==> src/rtl/ivx_pkg.sv <==
package ivx_pkg;
  typedef enum logic [1:0] {
    ST_IDLE  = 2'd0,
    ST_READ  = 2'd1,
    ST_EXEC  = 2'd2,
    ST_WRITE = 2'd3
  } ivx_state_e;

  typedef enum logic {
    OP_EXTRACT = 1'b0,
    OP_MERGE   = 1'b1
  } ivx_op_e;
endpackage

==> src/rtl/ivx_len_mask.sv <==
module ivx_len_mask #(
  parameter int W     = 8,
  parameter int POS_W = $clog2(W)
) (
  input  logic [POS_W-1:0] len_code,
  output logic [W-1:0]     mask
);
  localparam logic [POS_W:0] FULL = (POS_W+1)'(W);
  logic [POS_W:0] len_eff;

  always_comb begin
    len_eff = (len_code == '0) ? FULL : {1'b0, len_code};
    mask    = {W{1'b1}} >> (FULL - len_eff);
  end
endmodule

==> src/rtl/ivx_extract.sv <==
module ivx_extract #(
  parameter int W     = 8,
  parameter int POS_W = $clog2(W)
) (
  input  logic [W-1:0]     src,
  input  logic [POS_W-1:0] lsb_pos,
  input  logic [POS_W-1:0] len_code,
  output logic [W-1:0]     field
);
  localparam logic [POS_W-1:0] TOP = POS_W'(W-1);
  logic [POS_W-1:0] shamt;
  logic [W-1:0]     rotated;
  logic [W-1:0]     mask;

  ivx_len_mask #(.W(W), .POS_W(POS_W)) u_mask (
    .len_code (len_code),
    .mask     (mask)
  );

  always_comb begin
    shamt   = TOP - lsb_pos;
    rotated = (src >> shamt) | (src << (W - int'(shamt)));
    field   = rotated & mask;
  end
endmodule

==> src/rtl/ivx_merge.sv <==
module ivx_merge #(
  parameter int W     = 8,
  parameter int POS_W = $clog2(W)
) (
  input  logic [W-1:0]     base,
  input  logic [W-1:0]     value,
  input  logic [POS_W-1:0] lsb_pos,
  input  logic [POS_W-1:0] len_code,
  output logic [W-1:0]     merged
);
  localparam logic [POS_W-1:0] TOP = POS_W'(W-1);
  logic [POS_W-1:0] shamt;
  logic [W-1:0]     low_mask;
  logic [W-1:0]     pos_mask;
  logic [W-1:0]     pos_val;

  ivx_len_mask #(.W(W), .POS_W(POS_W)) u_mask (
    .len_code (len_code),
    .mask     (low_mask)
  );

  always_comb begin
    shamt    = TOP - lsb_pos;
    pos_mask = low_mask << shamt;
    pos_val  = value << shamt;
    merged   = (base & ~pos_mask) | (pos_val & pos_mask);
  end
endmodule

==> src/rtl/ivx_field_unit.sv <==
module ivx_field_unit #(
  parameter int W      = 8,
  parameter int SEL_W  = 8,
  parameter int POS_W  = $clog2(W),
  parameter int ADDR_W = SEL_W + 1
) (
  input  logic              clk,
  input  logic              rst,
  input  logic              start,
  input  logic              op_merge,
  input  logic              bank_right,
  input  logic [POS_W-1:0]  fld_lsb,
  input  logic [POS_W-1:0]  fld_len,
  input  logic [SEL_W-1:0]  left_sel,
  input  logic [SEL_W-1:0]  right_sel,
  input  logic [W-1:0]      wr_value,
  input  logic [W-1:0]      port_rdata,
  output logic              port_rd,
  output logic              port_wr,
  output logic [ADDR_W-1:0] port_addr,
  output logic [W-1:0]      port_wdata,
  output logic [W-1:0]      field_out,
  output logic              done
);
  import ivx_pkg::*;

  ivx_state_e       state_q;
  ivx_op_e          op_q;
  logic [POS_W-1:0] lsb_q;
  logic [POS_W-1:0] len_q;
  logic [W-1:0]     val_q;
  logic [W-1:0]     vec_latch;
  logic [W-1:0]     ext_field;
  logic [W-1:0]     mrg_byte;

  ivx_extract #(.W(W), .POS_W(POS_W)) u_extract (
    .src      (vec_latch),
    .lsb_pos  (lsb_q),
    .len_code (len_q),
    .field    (ext_field)
  );

  ivx_merge #(.W(W), .POS_W(POS_W)) u_merge (
    .base     (vec_latch),
    .value    (val_q),
    .lsb_pos  (lsb_q),
    .len_code (len_q),
    .merged   (mrg_byte)
  );

  always_ff @(posedge clk) begin
    if (rst) begin
      state_q    <= ST_IDLE;
      op_q       <= OP_EXTRACT;
      lsb_q      <= '0;
      len_q      <= '0;
      val_q      <= '0;
      vec_latch  <= '0;
      port_rd    <= 1'b0;
      port_wr    <= 1'b0;
      port_addr  <= '0;
      port_wdata <= '0;
      field_out  <= '0;
      done       <= 1'b0;
    end else begin
      port_rd <= 1'b0;
      port_wr <= 1'b0;
      done    <= 1'b0;
      case (state_q)
        ST_IDLE: begin
          if (start) begin
            op_q      <= op_merge ? OP_MERGE : OP_EXTRACT;
            lsb_q     <= fld_lsb;
            len_q     <= fld_len;
            val_q     <= wr_value;
            port_addr <= bank_right ? {1'b1, right_sel} : {1'b0, left_sel};
            port_rd   <= 1'b1;
            state_q   <= ST_READ;
          end
        end
        ST_READ: begin
          vec_latch <= port_rdata;
          state_q   <= ST_EXEC;
        end
        ST_EXEC: begin
          if (op_q == OP_MERGE) begin
            vec_latch  <= mrg_byte;
            port_wdata <= mrg_byte;
            port_wr    <= 1'b1;
            state_q    <= ST_WRITE;
          end else begin
            field_out <= ext_field;
            done      <= 1'b1;
            state_q   <= ST_IDLE;
          end
        end
        ST_WRITE: begin
          done    <= 1'b1;
          state_q <= ST_IDLE;
        end
        default: state_q <= ST_IDLE;
      endcase
    end
  end
endmodule

==> config.mk <==
export PLATFORM = sky130hd
export DESIGN_NAME = ivx_field_unit
export DESIGN_NICKNAME = d
export VERILOG_FILES = /design/src/rtl/ivx_pkg.sv /design/src/rtl/ivx_len_mask.sv /design/src/rtl/ivx_extract.sv /design/src/rtl/ivx_merge.sv /design/src/rtl/ivx_field_unit.sv
export SDC_FILE = /design/constraint.sdc
export NUM_CORES = 1
export LEC_CHECK = 0
export BUFFER_PORTS_ARGS = -buffer_cell sky130_fd_sc_hd__buf_2
export CAP_MARGIN = 25
export CORE_AREA = 2 2 135 71
export CTS_CLUSTER_DIAMETER = 150
export DETAILED_ROUTE_END_ITERATION = 12
export DIE_AREA = 0 0 137 73
export MAX_ROUTING_LAYER = met4
export PLACE_DENSITY_LB_ADDON = 0.2
export SYNTH_ARGS = -nofsm -noshare
export SYNTH_HDL_FRONTEND = slang
export SYNTH_HIERARCHICAL = 1
export SYNTH_SLANG_ARGS = --single-unit
==> constraint.sdc <==
create_clock -name clk -period 6.27 [get_ports clk]
set_clock_uncertainty 0.1 [all_clocks]
set_input_delay 1.254 -clock clk [delete_from_list [all_inputs] [get_ports clk]]
set_output_delay 1.254 -clock clk [all_outputs]
set_load 0.05 [all_outputs]
[Word-level counts from Yosys, hierarchy flattened]
Index checks and enable logic that the tools add are counted.
Operators by class
  $add $sub $neg: 3
  eq/ne operators: 5
  shift operators: 5
  multiplexer cells: 12
  bitwise gates (word level): 9
  reduce and logical (&&, ||, !) cells: 9
Operator list (number)
  left shift 8 x 32 -> 8 bit: 1
  bitwise AND 8 bit: 3
  bitwise OR 8 bit: 2
  case mux 8 bit (2 select lines): 1
  left shift 8 x 3 -> 8 bit: 2
  2-to-1 mux 9 bit: 1
  2-to-1 mux 8 bit: 1
  inverter 8 bit: 1
  case mux 2 bit (4 select lines): 1
  AND reduction 2 bit: 4
  >> shifter 8 x 3 -> 8 bit: 1
  >> shifter 8 x 4 -> 8 bit, first input constant: 1
  subtractor 4 x 3 -> 5 bit, first input constant: 1
  == test 2 bit, second input constant: 2
  2-to-1 mux 1 bit: 4
  2-to-1 mux 2 bit: 2
  2-to-1 mux 4 bit: 1
  inequality test 2 bit, second input constant: 2
  OR reduction 2 bit: 2
  subtractor 4 bit, first input constant: 1
  logical NOT 3 bit: 1
  inverter 1 bit: 3
  subtractor 3 bit, first input constant: 1
  == test 2 x 1 -> 1 bit, second input constant: 1
  other kinds (3): 3
Storage, ports and cells
  register bits: 53
  bits of input ports: 43

[Depth between registers and ports, before layout]
  word-level depth: 10
  gate-level depth with buffers: 10
  mapped depth without buffers: 10

[Modules after synthesis]
Netlist, hierarchy kept.
By module, submodules not included
  ivx_field_unit: times used 1, cells each 200, area each 1995.7 um^2
  ivx_extract: times used 1, cells each 78, area each 655.6 um^2
  ivx_merge: times used 1, cells each 64, area each 596.8 um^2
  ivx_len_mask: times used 2, cells each 16, area each 110.1 um^2

[Least setup slack after synthesis]
OpenSTA, ideal clock, no wires.
  kind: reg2reg
  start: reg len_q[0]
  end: reg vec_latch[7]
  arrival: 2.226 ns
  path slack: 3.825 ns
  stages on the path, launching flop included: 10
  path buffers: 0
  cell sequence: dfxtp_1 > inv_1 > ha_1 > xnor2_2 > nand2b_1 > mux4_1 > mux2_4 > nand2_1 > o21ai_1 > o221a_1
On the way
  word-level cells in the longest chain between the ends: 10
  elaborated cells between the ends (all ways): 11
  those cells by class: add/sub (1); shift (2); mux (3); bitwise (4); reduce/logical (1)
Ends and longest elaborated chain
  start: declaration: line ivx_field_unit.sv:30  | logic [POS_W-1:0] len_q;
  start signal: assignment: line ivx_field_unit.sv:74  | len_q <= fld_len;
  logical NOT 3 bit: line ivx_len_mask.sv:12  | len_eff = (len_code == '0) ? FULL : {1'b0, len_code};
  2-to-1 mux 4 bit *: line ivx_len_mask.sv:12
  subtractor 4 bit *: line ivx_len_mask.sv:13  | mask = {W{1'b1}} >> (FULL - len_eff);
  >> shifter 8 x 4 -> 8 bit *: line ivx_len_mask.sv:13
  net u_merge.low_mask[3]: line ivx_merge.sv:13  | logic [W-1:0] low_mask;
  left shift 8 x 3 -> 8 bit *: line ivx_merge.sv:24  | pos_mask = low_mask << shamt;
  inverter 8 bit: line ivx_merge.sv:26  | merged = (base & ~pos_mask) | (pos_val & pos_mask);
  bitwise AND 8 bit: line ivx_merge.sv:26
  bitwise OR 8 bit *: line ivx_merge.sv:26
  net mrg_byte[7]: line ivx_field_unit.sv:34  | logic [W-1:0] mrg_byte;
  2-to-1 mux 8 bit *: line ivx_field_unit.sv:86  | if (op_q == OP_MERGE) begin
  case mux 8 bit (2 select lines) *: line ivx_field_unit.sv:69  | case (state_q)
  end signal: assignment: line ivx_field_unit.sv:82  | vec_latch <= port_rdata;
  end signal: assignment: line ivx_field_unit.sv:87  | vec_latch <= mrg_byte;
  end: declaration: line ivx_field_unit.sv:32  | logic [W-1:0] vec_latch;
Mark *: on every way through the listed nets, which the timed path passes. The rest lies on a longest branch. The select of a mux whose other input is x is not followed.
A chain may end at the register's enable or synchronous reset.

[Worst setup path in the final report]
  start: reg lsb_q[0]
  end: reg field_out[3]
On the way
  word-level cells in the longest chain between the ends: 5
  elaborated cells between the ends (all ways): 6
  those cells by class: add/sub (2); shift (2); bitwise (2)
Ends and longest elaborated chain
  start: declaration: line ivx_field_unit.sv:29  | logic [POS_W-1:0] lsb_q;
  start signal: assignment: line ivx_field_unit.sv:73  | lsb_q <= fld_lsb;
  subtractor 3 bit *: line ivx_extract.sv:21  | shamt = TOP - lsb_pos;
  subtractor 4 x 3 -> 5 bit: line ivx_extract.sv:22  | rotated = (src >> shamt) | (src << (W - int'(shamt)));
  left shift 8 x 32 -> 8 bit: line ivx_extract.sv:22
  bitwise OR 8 bit *: line ivx_extract.sv:22
  bitwise AND 8 bit *: line ivx_extract.sv:23  | field = rotated & mask;
  net ext_field[3]: line ivx_field_unit.sv:33  | logic [W-1:0] ext_field;
  end signal: assignment: line ivx_field_unit.sv:92  | field_out <= ext_field;
  end: declaration: line ivx_field_unit.sv:22  | output logic [W-1:0] field_out,
Mark *: on every way through the listed nets, which the timed path passes. The rest lies on a longest branch.

==> out/metrics.csv <==
stage;metric;value;unit
floorplan;core_area;9010;sq um
sta;slew_headroom;34.9;%
worst_hold_path;hp-class;reg -> reg;
clocking;clock_sinks;53;
final_layout;syn2layout_area_growth;14.8;%
grt;grt_max_degree;53;
synthesis;async_flop_share;0;%
grt;grt_pass1_vias;2628;
pwr;power_density;225;nW/um^2
placed_design;gp_congestion;0.897;
sta;fin_setup_tns;0;ps
floorplan;die_w;137;microns
worst_hold_path;hold_depth;2;
sta;maxSlewViolCount;0;
grt;grt_usage;19.4;%
critical_path;cp-end-kind;register;
final_layout;n_antenna_cell;0;
critical_path;r2r_setup_slack;3390;ps
critical_path;r2r_start;lsb_q[0];
floorplan;die_area;10000;sq um
synthesis;synth_seq_cells;53;
sta;setup_viol;0;
synthesis;syn_nets;424;
synthesis;synth.distinct_cells;58;
detailed_routing;drc;0;
critical_path;cp_max_fo;45;
pwr;vdd_ir_drop_max;0.131;mV
final_layout;layout-drive-gt1-share;26.1;%
run_status;status;completed;
final_layout;fill_cells;891;
synthesis;yosysSeqAreaShare;30.6;%
final_layout;mostFrequentLayoutCell;buf_2;
final_layout;fin_util;44.2;%
detailed_routing;postRouteAntennaNets;0;
detailed_routing;wl_per_cell;16.2;microns
detailed_routing;drt_pass1_iterations;5;
detailed_routing;wirelength;8.83;mm
grt;grt_pass1_wl;14.3;mm
critical_path;cp.required;6320;ps
clocking;clock_tree.htree_level_count;2;
pwr;power_frac_seq;43.1;%
worst_hold_path;hold_path_end;port_wdata[4];
critical_path;crit_path_start;lsb_q[0];
pwr;internal_power;0.000606;W
floorplan;start_util;38.5;%
clocking;cts_root_buf;clkbuf_16;
clocking;clock_path_buffers;2;
detailed_routing;vias_per_cell;5.25;
critical_path;cp-start-kind;register;
detailed_routing;drt_iter0_drc;169;
clocking;clock_latency;300;ps
placed_design;port_buffers;70;
synthesis;syn_inst;374;
floorplan;chipHeight;73;microns
sta;whs;370;ps
sta;fmax;347;MHz
final_layout;multi_input_area;2170;sq um
synthesis;synth_area_per_cell;9.27;sq um
pwr;p_clk_share;32.3;%
pwr;leakagePower;1.70;nW
sta;finalCriticalPeriod;2880;ps
floorplan;io_pins;71;
placed_design;hpwl;6.47;mm
pwr;p_sw_share;32.3;%
placed_design;preCtsSetupSlack;3430;ps
clocking;cts_buffers;5;
sta;layout_setup_ws;3390;ps
sta;timing.final.crit_share;46.0;%
worst_hold_path;hold_start;port_wdata[4];
sta;rsz0062_at_grt;no;
critical_path;critPathKind;reg -> reg;
pwr;p_comb_share;24.6;%
job;max-cap-violations;0;
pwr;power.switching;0.000289;W
synthesis;ys_warn_count;6;
sta;worst_pin_slew;977;ps
synthesis;netlist_area;3470;sq um
final_layout;register_area;1060;sq um
clocking;cts_setup_buffers;0;
clocking;tritoncts;yes;
synthesis;ys.flop_type;dfxtp_1;
clocking;cts_hold_buffers;0;
synthesis;synth_edf_count;0;
critical_path;crit-reg2reg-capture;field_out[3];
clocking;cts_resized;0;
final_layout;num-nets-final;474;
detailed_routing;vias;2867;
sta;finalHoldViolCount;0;
grt;antenna_found_initial;0;
final_layout;final_cell_mix;buf_2 (70), dfxtp_1 (52), mux2i_1 (46);
critical_path;crit_arrival;2940;ps
floorplan;rows;25;
critical_path;rr_worst_depth;6;
grt;grt-ovfl-total;0;
clocking;path_clk_slew;70;ps
state kept, by name, indices dropped and copies added (netlist names):
register and flops:
port_addr 9, lsb_q 3, op_q 1, vec_latch 8, field_out 8, val_q 8
port_rd 1, port_wdata 8, port_wr 1, len_q 3, done 1, state_q 2
synth_stat cells (2+ instances only):
library cell | instances | area share (%)
buf_2 | 11 | 1.6
nor2_1 | 44 | 4.8
or2_2 | 2 | 0.36
a31oi_1 | 3 | 0.54
a21oi_1 | 20 | 2.9
conb_1 | 2 | 0.22
nor2b_1 | 6 | 1.1
and2_1 | 2 | 0.36
nor2b_2 | 2 | 0.51
and3b_1 | 2 | 0.51
nand2_1 | 36 | 3.9
dfxtp_1 | 53 | 31
buf_4 | 4 | 0.87
a311o_1 | 2 | 0.58
o221a_1 | 8 | 2.6
mux2_2 | 8 | 2.6
nand3b_1 | 3 | 0.65
nor3_1 | 3 | 0.43
mux4_2 | 7 | 4.5
a22oi_1 | 2 | 0.43
o21ai_0 | 8 | 1.2
ha_1 | 7 | 2.5
mux2i_1 | 46 | 13
inv_1 | 16 | 1.7
nand2b_1 | 7 | 1.3
xnor2_2 | 2 | 0.94
buf_6 | 4 | 1.3
a21boi_0 | 2 | 0.43
a211oi_1 | 9 | 1.9
a22o_1 | 2 | 0.51
mux2_4 | 3 | 1.3
clkbuf_1 | 10 | 1.1
a32o_1 | 2 | 0.58
o21a_1 | 3 | 0.65
mux4_1 | 7 | 5.3
nor3b_1 | 4 | 0.87
worst max-delay path, stage by stage, from the launching register on:
cell and delay [ps]:
dfxtp_2 980, ha_1 560, mux4_2 570, a22oi_1 190, a21boi_0 130, mux2i_1 140
nor2_1 50
per-stage QoR:
stage / std cells / cell area, sq um / power [W]
CTS: 546 / 3980 / 0.000903
detailed placement: 538 / 3820 / 0.000610
global route: 546 / 3980 / 0.000944
floorplan: 374 / 3470 / 0.000557
finish: 546 / 3980 / 0.000895
global placement: 538 / 3820 / 0.000609
cells by family after synthesis:
kind of cell,after synthesis,synth area share [%]
other,2,0.217
buffers and inverters,47,7.07
AO/OA/AOI/OAI,71,14.6
multiplexers,71,27.0
adder cells (fa/ha/maj),7,2.53
XOR/XNOR,3,1.19
flip-flops,53,30.6
AND/OR/NAND/NOR,120,16.7
cell type report:
class / count / share of cell area, %
clock buffer: 5 / 3.14
clock inverter: 3 / 0.849
inverter: 16 / 1.51
multi-input combinational: 274 / 54.5
sequential: 53 / 26.7
tap: 121 / 3.80
timing repair buffer: 74 / 9.55
worst max-delay path by stage:
stage	endpoint	slack, ps	cells past startpoint
after floorplan	vec_latch[7]	3830	9
after CTS	field_out[3]	3410	6
final	field_out[3]	3390	6
after global routing	field_out[3]	3120	6
after detailed placement	field_out[3]	3430	6
after global placement	field_out[2]	3460	7
routing by layer:
metal	share of wire [%]	up-vias	global-route usage [%]
li1	-	1437	-
met1	58	1330	32.1
met2	34	96	21.3
met3	7.3	4	5.21
met4	0.65	0	4.47
met5	0	-	-
power by group through the flow:
stage                     Clock (W)  Combinational, W  Sequential [W]
after floorplan                   0          0.000155        0.000402
after global placement            0          0.000217        0.000392
final                      0.000289          0.000220        0.000385
after detailed placement          0          0.000217        0.000392
after CTS                  0.000299          0.000219        0.000385
after global routing       0.000315          0.000240        0.000389
No activity file was read; power rests on OpenSTA's default activity.
